<file path="config.mk">
export PLATFORM = sky130hd
export DESIGN_NAME = addr_atten_reg
export DESIGN_NICKNAME = d
export VERILOG_FILES = /design/src/rtl/addr_atten_reg.sv
export SDC_FILE = /design/constraint.sdc
export NUM_CORES = 1
export LEC_CHECK = 0
export BUFFER_PORTS_ARGS = -buffer_cell sky130_fd_sc_hd__buf_2
export CAP_MARGIN = 20
export CORE_MARGIN = 4
export CORE_UTILIZATION = 30
export CTS_BUF_LIST = sky130_fd_sc_hd__clkbuf_4 sky130_fd_sc_hd__clkbuf_8
export CTS_CLUSTER_DIAMETER = 120
export DETAILED_ROUTE_END_ITERATION = 10
export SLEW_MARGIN = 40
export SYNTH_ARGS = -nofsm -noshare
export SYNTH_HDL_FRONTEND = slang
export SYNTH_SLANG_ARGS = --single-unit
</file>
<file path="constraint.sdc">
create_clock -name clk -period 1.7 [get_ports clk]
set_input_delay 0.255 -clock clk [delete_from_list [all_inputs] [get_ports clk]]
set_output_delay 0.255 -clock clk [all_outputs]
set_load 0.02 [all_outputs]
</file>
<file path="src/rtl/addr_atten_reg.sv">
module addr_atten_reg #(
  parameter int ATTEN_W     = 8,
  parameter int ADDRW_W     = 8,
  parameter int ADDR_BITS   = 3,
  parameter int SYNC_STAGES = 2,
  parameter logic [ATTEN_W-1:0] RESET_ATTEN = 8'h7F
) (
  input  logic                 clk,
  input  logic                 rst_n,
  input  logic                 sclk_in,
  input  logic                 sdata_in,
  input  logic                 latch_in,
  input  logic [ADDR_BITS-1:0] addr_pins,
  output logic [ATTEN_W-1:0]   atten_word,
  output logic                 update_strobe
);
  localparam int FRAME_W = ATTEN_W + ADDRW_W;

  logic [SYNC_STAGES:0] sclk_p, le_p;
  logic [SYNC_STAGES-1:0] sd_p;
  logic [FRAME_W-1:0] shreg;

  wire sclk_rise = sclk_p[SYNC_STAGES-1] & ~sclk_p[SYNC_STAGES];
  wire le_hi     = le_p[SYNC_STAGES-1];
  wire le_fall   = ~le_p[SYNC_STAGES-1] & le_p[SYNC_STAGES];
  wire addr_ok   = shreg[ATTEN_W +: ADDR_BITS] == addr_pins;

  always_ff @(posedge clk or negedge rst_n) begin
    if (!rst_n) begin
      sclk_p <= '0;
      le_p   <= '0;
      sd_p   <= '0;
    end else begin
      sclk_p <= {sclk_p[SYNC_STAGES-1:0], sclk_in};
      le_p   <= {le_p[SYNC_STAGES-1:0], latch_in};
      sd_p   <= {sd_p[SYNC_STAGES-2:0], sdata_in};
    end
  end

  always_ff @(posedge clk or negedge rst_n) begin
    if (!rst_n)
      shreg <= '0;
    else if (sclk_rise && !le_hi)
      shreg <= {sd_p[SYNC_STAGES-1], shreg[FRAME_W-1:1]};
  end

  always_ff @(posedge clk or negedge rst_n) begin
    if (!rst_n) begin
      atten_word    <= RESET_ATTEN;
      update_strobe <= 1'b0;
    end else begin
      update_strobe <= le_fall && addr_ok;
      if (le_fall && addr_ok)
        atten_word <= shreg[ATTEN_W-1:0];
    end
  end
endmodule

</file>
# Yosys cells after proc, flatten, opt, wreduce, memory -nomap -nowiden
# Index checks and enable logic that the tools add are counted.
# totals
reg_bits	33
inputBits	8
# classes
eq_ne	1
bitwise	4
reduce_logical	3
# ops
op	count
$eq 3x3->1	1
$and 1x1->1	2
$logic_and 1x1->1	2
$not 1->1	2
$logic_not 1->1	1

# Longest topological paths before layout
# depth
ltp_word	3
depth_mapped	3
mapped_depth_nobuf	3

# Worst setup path after synthesis
# OpenSTA, ideal clock, no wires.
# synth_path
path_kind	register -> register
startpoint	register shreg[10]
endpoint	register atten_word[7]
setup_time_ns	0.125
arrival_time_ns	1.405
required_ns	1.575
setup_slack_ns	0.170
path_stages_with_launch	4
path_cell_list	dfrtp_1 xor2_1 nor4_4 mux2_2
# synth_between
elab_chain_cells	2
# synth_rtl
item	line	source
start, declared	21	logic [FRAME_W-1:0] shreg;
start signal, assigned	44	shreg <= {sd_p[SYNC_STAGES-1], shreg[FRAME_W-1:1]};
$eq 3x3->1	26	wire addr_ok = shreg[ATTEN_W +: ADDR_BITS] == addr_pins;
$logic_and 1x1->1	53	if (le_fall && addr_ok)
end signal, assigned	54	atten_word <= shreg[ATTEN_W-1:0];
end, declared	14	output logic [ATTEN_W-1:0] atten_word,
# Every way passes these cells.
# A chain may end at the register's enable or synchronous reset.

# Worst setup path in the final report
# layout_path
startpoint	register shreg[8]
endpoint	register atten_word[7]
# Same word-level chain as after synthesis.

==> impl_metrics.csv <==
group,metric,value,unit
sta,period_share,88.2,%
synthesis,avgSynthCellArea,18.4,µm²
sta,tns,0,ns
sta,setup_viol,0,
power_and_ir_drop,ir_worst_vdd,0.485,mV
floorplanning,dieArea,4990,µm²
setup_path,critPathCaptureType,"register",
sta,final-hold-violation-count,0,
global_routing,grt_pass1_vias,632,
route,wl_per_cell,12.1,µm
placed_design,port_buffers,16,
power_and_ir_drop,leakagePower,0.681,nW
setup_path,r2r-end,"atten_word[7]",
setup_path,r2r_slack,0.20,ns
floorplanning,dieWidth,70.6,µm
floorplanning,ios,17,
route,detail-route-antenna-nets,0,
floorplanning,die_y,70.6,µm
global_routing,grt_max_degree,34,
sta,clock.fmax,667,MHz
sta,timing.hold.ws,0.0241,ns
synthesis,yosysWarningCount,0,
floorplanning,core-area,3720,µm²
final_layout,final_nets,96,
final_layout,area_delta_synth_final,20.1,%
cts,post_cts_resized,0,
cts,cts_buffer_depth,2,
cts,h-tree-depth,2,
setup_path,crit_type,"reg -> reg",
power_and_ir_drop,power.density,1210,nW/µm²
placed_design,hpwl,1100,µm
synthesis,syn-instance-count,64,
route,drtIter0Drc,29,
synthesis,syn_nets,72,
cts,numCtsBuffers,5,
route,drtPass1Iterations,2,
global_routing,grt_use_total,7.94,%
final_layout,drive_gt1_share,66.3,%
synthesis,synthesis.area,1180,µm²
sta,worst_pin_slew,0.695,ns
synthesis,ys_ff_latch,33,
final_layout,diodes,0,
route,wirelength,1660,µm
setup_path,ff2ff_path_depth,4,
placed_design,gp_congestion,0.615,
setup_path,crit_path_max_fanout,9,
sta,maxSlewViolCount,0,
sta,slew_headroom,53.7,%
route,vias,589,
cts,holdBufCountCts,0,
cts,cts.sink_count,33,
floorplanning,row_count,22,
floorplanning,floorplan.initialDensity,31.6,%
sta,fin_skew,0.00290,ns
cts,clock_latency,0.27,ns
sta,timing.final.crit_period,1.50,ns
global_routing,antenna_found_initial,0,
sta,rsz0062_at_grt,"false",
synthesis,yosysSeqAreaShare,71.0,%
cts,post_cts_buffers,0,
status,outcome,"finished clean",
setup_path,timing.rr.start,"shreg[8]",
route,vias_per_cell,4.30,
job,max-cap-violations,0,
final_layout,nFillCells,372,
cts,cts_root_buf,"clkbuf_8",
worst_hold_path,hp-class,"in -> async",
synthesis,netlist-cell-type-count,8,
global_routing,grt_overflow,0,
cts,cts.clk_slew.worst_paths,0.06,ns
setup_path,crit_path_start_kind,"register",
setup_path,cp.required,1.86,ns
route,drc,0,
global_routing,grt_pass1_wl,2920,µm
cts,cts_tree,"yes",
setup_path,critPathArrivalTime,1.66,ns
[state kept, by name, summed over array words and instances, names as in the netlist]
name / cells
sd_p: 2
le_p: 3
update_strobe: 1
shreg: 16
atten_word: 8
sclk_p: 3
[critical path, cell delays in order, from the launching register on]
cell and delay [ns]:
dfrtp_1 0.41, xor2_1 0.17, nor4_4 0.25, buf_4 0.21
mux2_2 0.34
[through the flow]
step | cell area, µm² | std cells | total power, mW | util [%] | setup WS [ns]
after global routing | 1410 | 137 | 1.82 | 38.0 | 0.138
after CTS | 1410 | 137 | 1.75 | 38.0 | 0.188
after floorplan | 1180 | 64 | 1.11 | - | 0.170
final | 1410 | 137 | 1.71 | 38.0 | 0.200
after global placement | 1330 | 129 | 1.17 | 35.7 | 0.230
after detailed placement | 1330 | 129 | 1.18 | 35.7 | 0.196
[per-layer routing]
metal / routed length (µm) / share of wire (%) / global-route usage, % / vias to the layer above
li1: - / - / - / 268
met1: 689 / 41 / 8.77 / 303
met5: 0 / 0 / 0 / -
met4: 27 / 1.6 / 5.01 / 0
met2: 833 / 50 / 11.6 / 16
met3: 112 / 6.7 / 4.69 / 2
[synthesized netlist by cell type, drive strengths merged]
cell	n	area, µm²
buf	1	5.00
dfrtp	26	651
dfstp	7	184
mux2	24	270
nand2b	1	6.26
nor3b	1	12.5
nor4	1	21.3
xor2	3	26.3
[worst max-delay path by stage]
stage	startpoint	end	slack, ns	cells after the start
after floorplan	shreg[10]	atten_word[7]	0.17	3
after global placement	shreg[10]	atten_word[7]	0.23	4
after CTS	shreg[10]	atten_word[7]	0.19	4
after detailed placement	shreg[10]	atten_word[7]	0.20	4
final	shreg[8]	atten_word[7]	0.20	4
after global routing	shreg[10]	atten_word[7]	0.14	4
[area by class of cell]
| cell class | instances | area, µm² | share of cell area, % |
|---|---|---|---|
| Multi-Input combinational cell | 30 | 337 | 23.8 |
| Timing Repair Buffer | 18 | 95.1 | 6.73 |
| Sequential cell | 33 | 835 | 59.1 |
| Tap cell | 48 | 60.1 | 4.25 |
| Clock buffer | 6 | 76.3 | 5.40 |
| Clock inverter | 2 | 10.0 | 0.709 |
[cell usage in the layout, fill, tap and decap left out]
master / Yosys / final
dfrtp_1: 26 / 26
nor4_4: 1 / 1
xor2_1: 3 / 3
mux2_2: 24 / 24
nand2b_1: 1 / 1
dfstp_2: 7 / 7
clkbuf_4: 0 / 1
nor3b_2: 1 / 1
buf_2: 1 / 16
clkinv_2: 0 / 2
clkbuf_8: 0 / 5
buf_4: 0 / 2
[report_power, final]
group	total, mW	internal [mW]	switching (mW)	leakage (nW)
clock	0.553	0.299	0.254	0.0484
combinational	0.201	0.112	0.0890	0.229
sequential	0.959	0.894	0.0650	0.404
[logic make-up after synthesis]
group,Yosys count,share of synthesized area (%)
xor gates and xnor gates,3,2.23
buffers and inverters,1,0.425
DFF,33,71.0
muxes,24,23.0
and+or+nand+nor,3,3.40
Power figures use the tool's default switching activity.
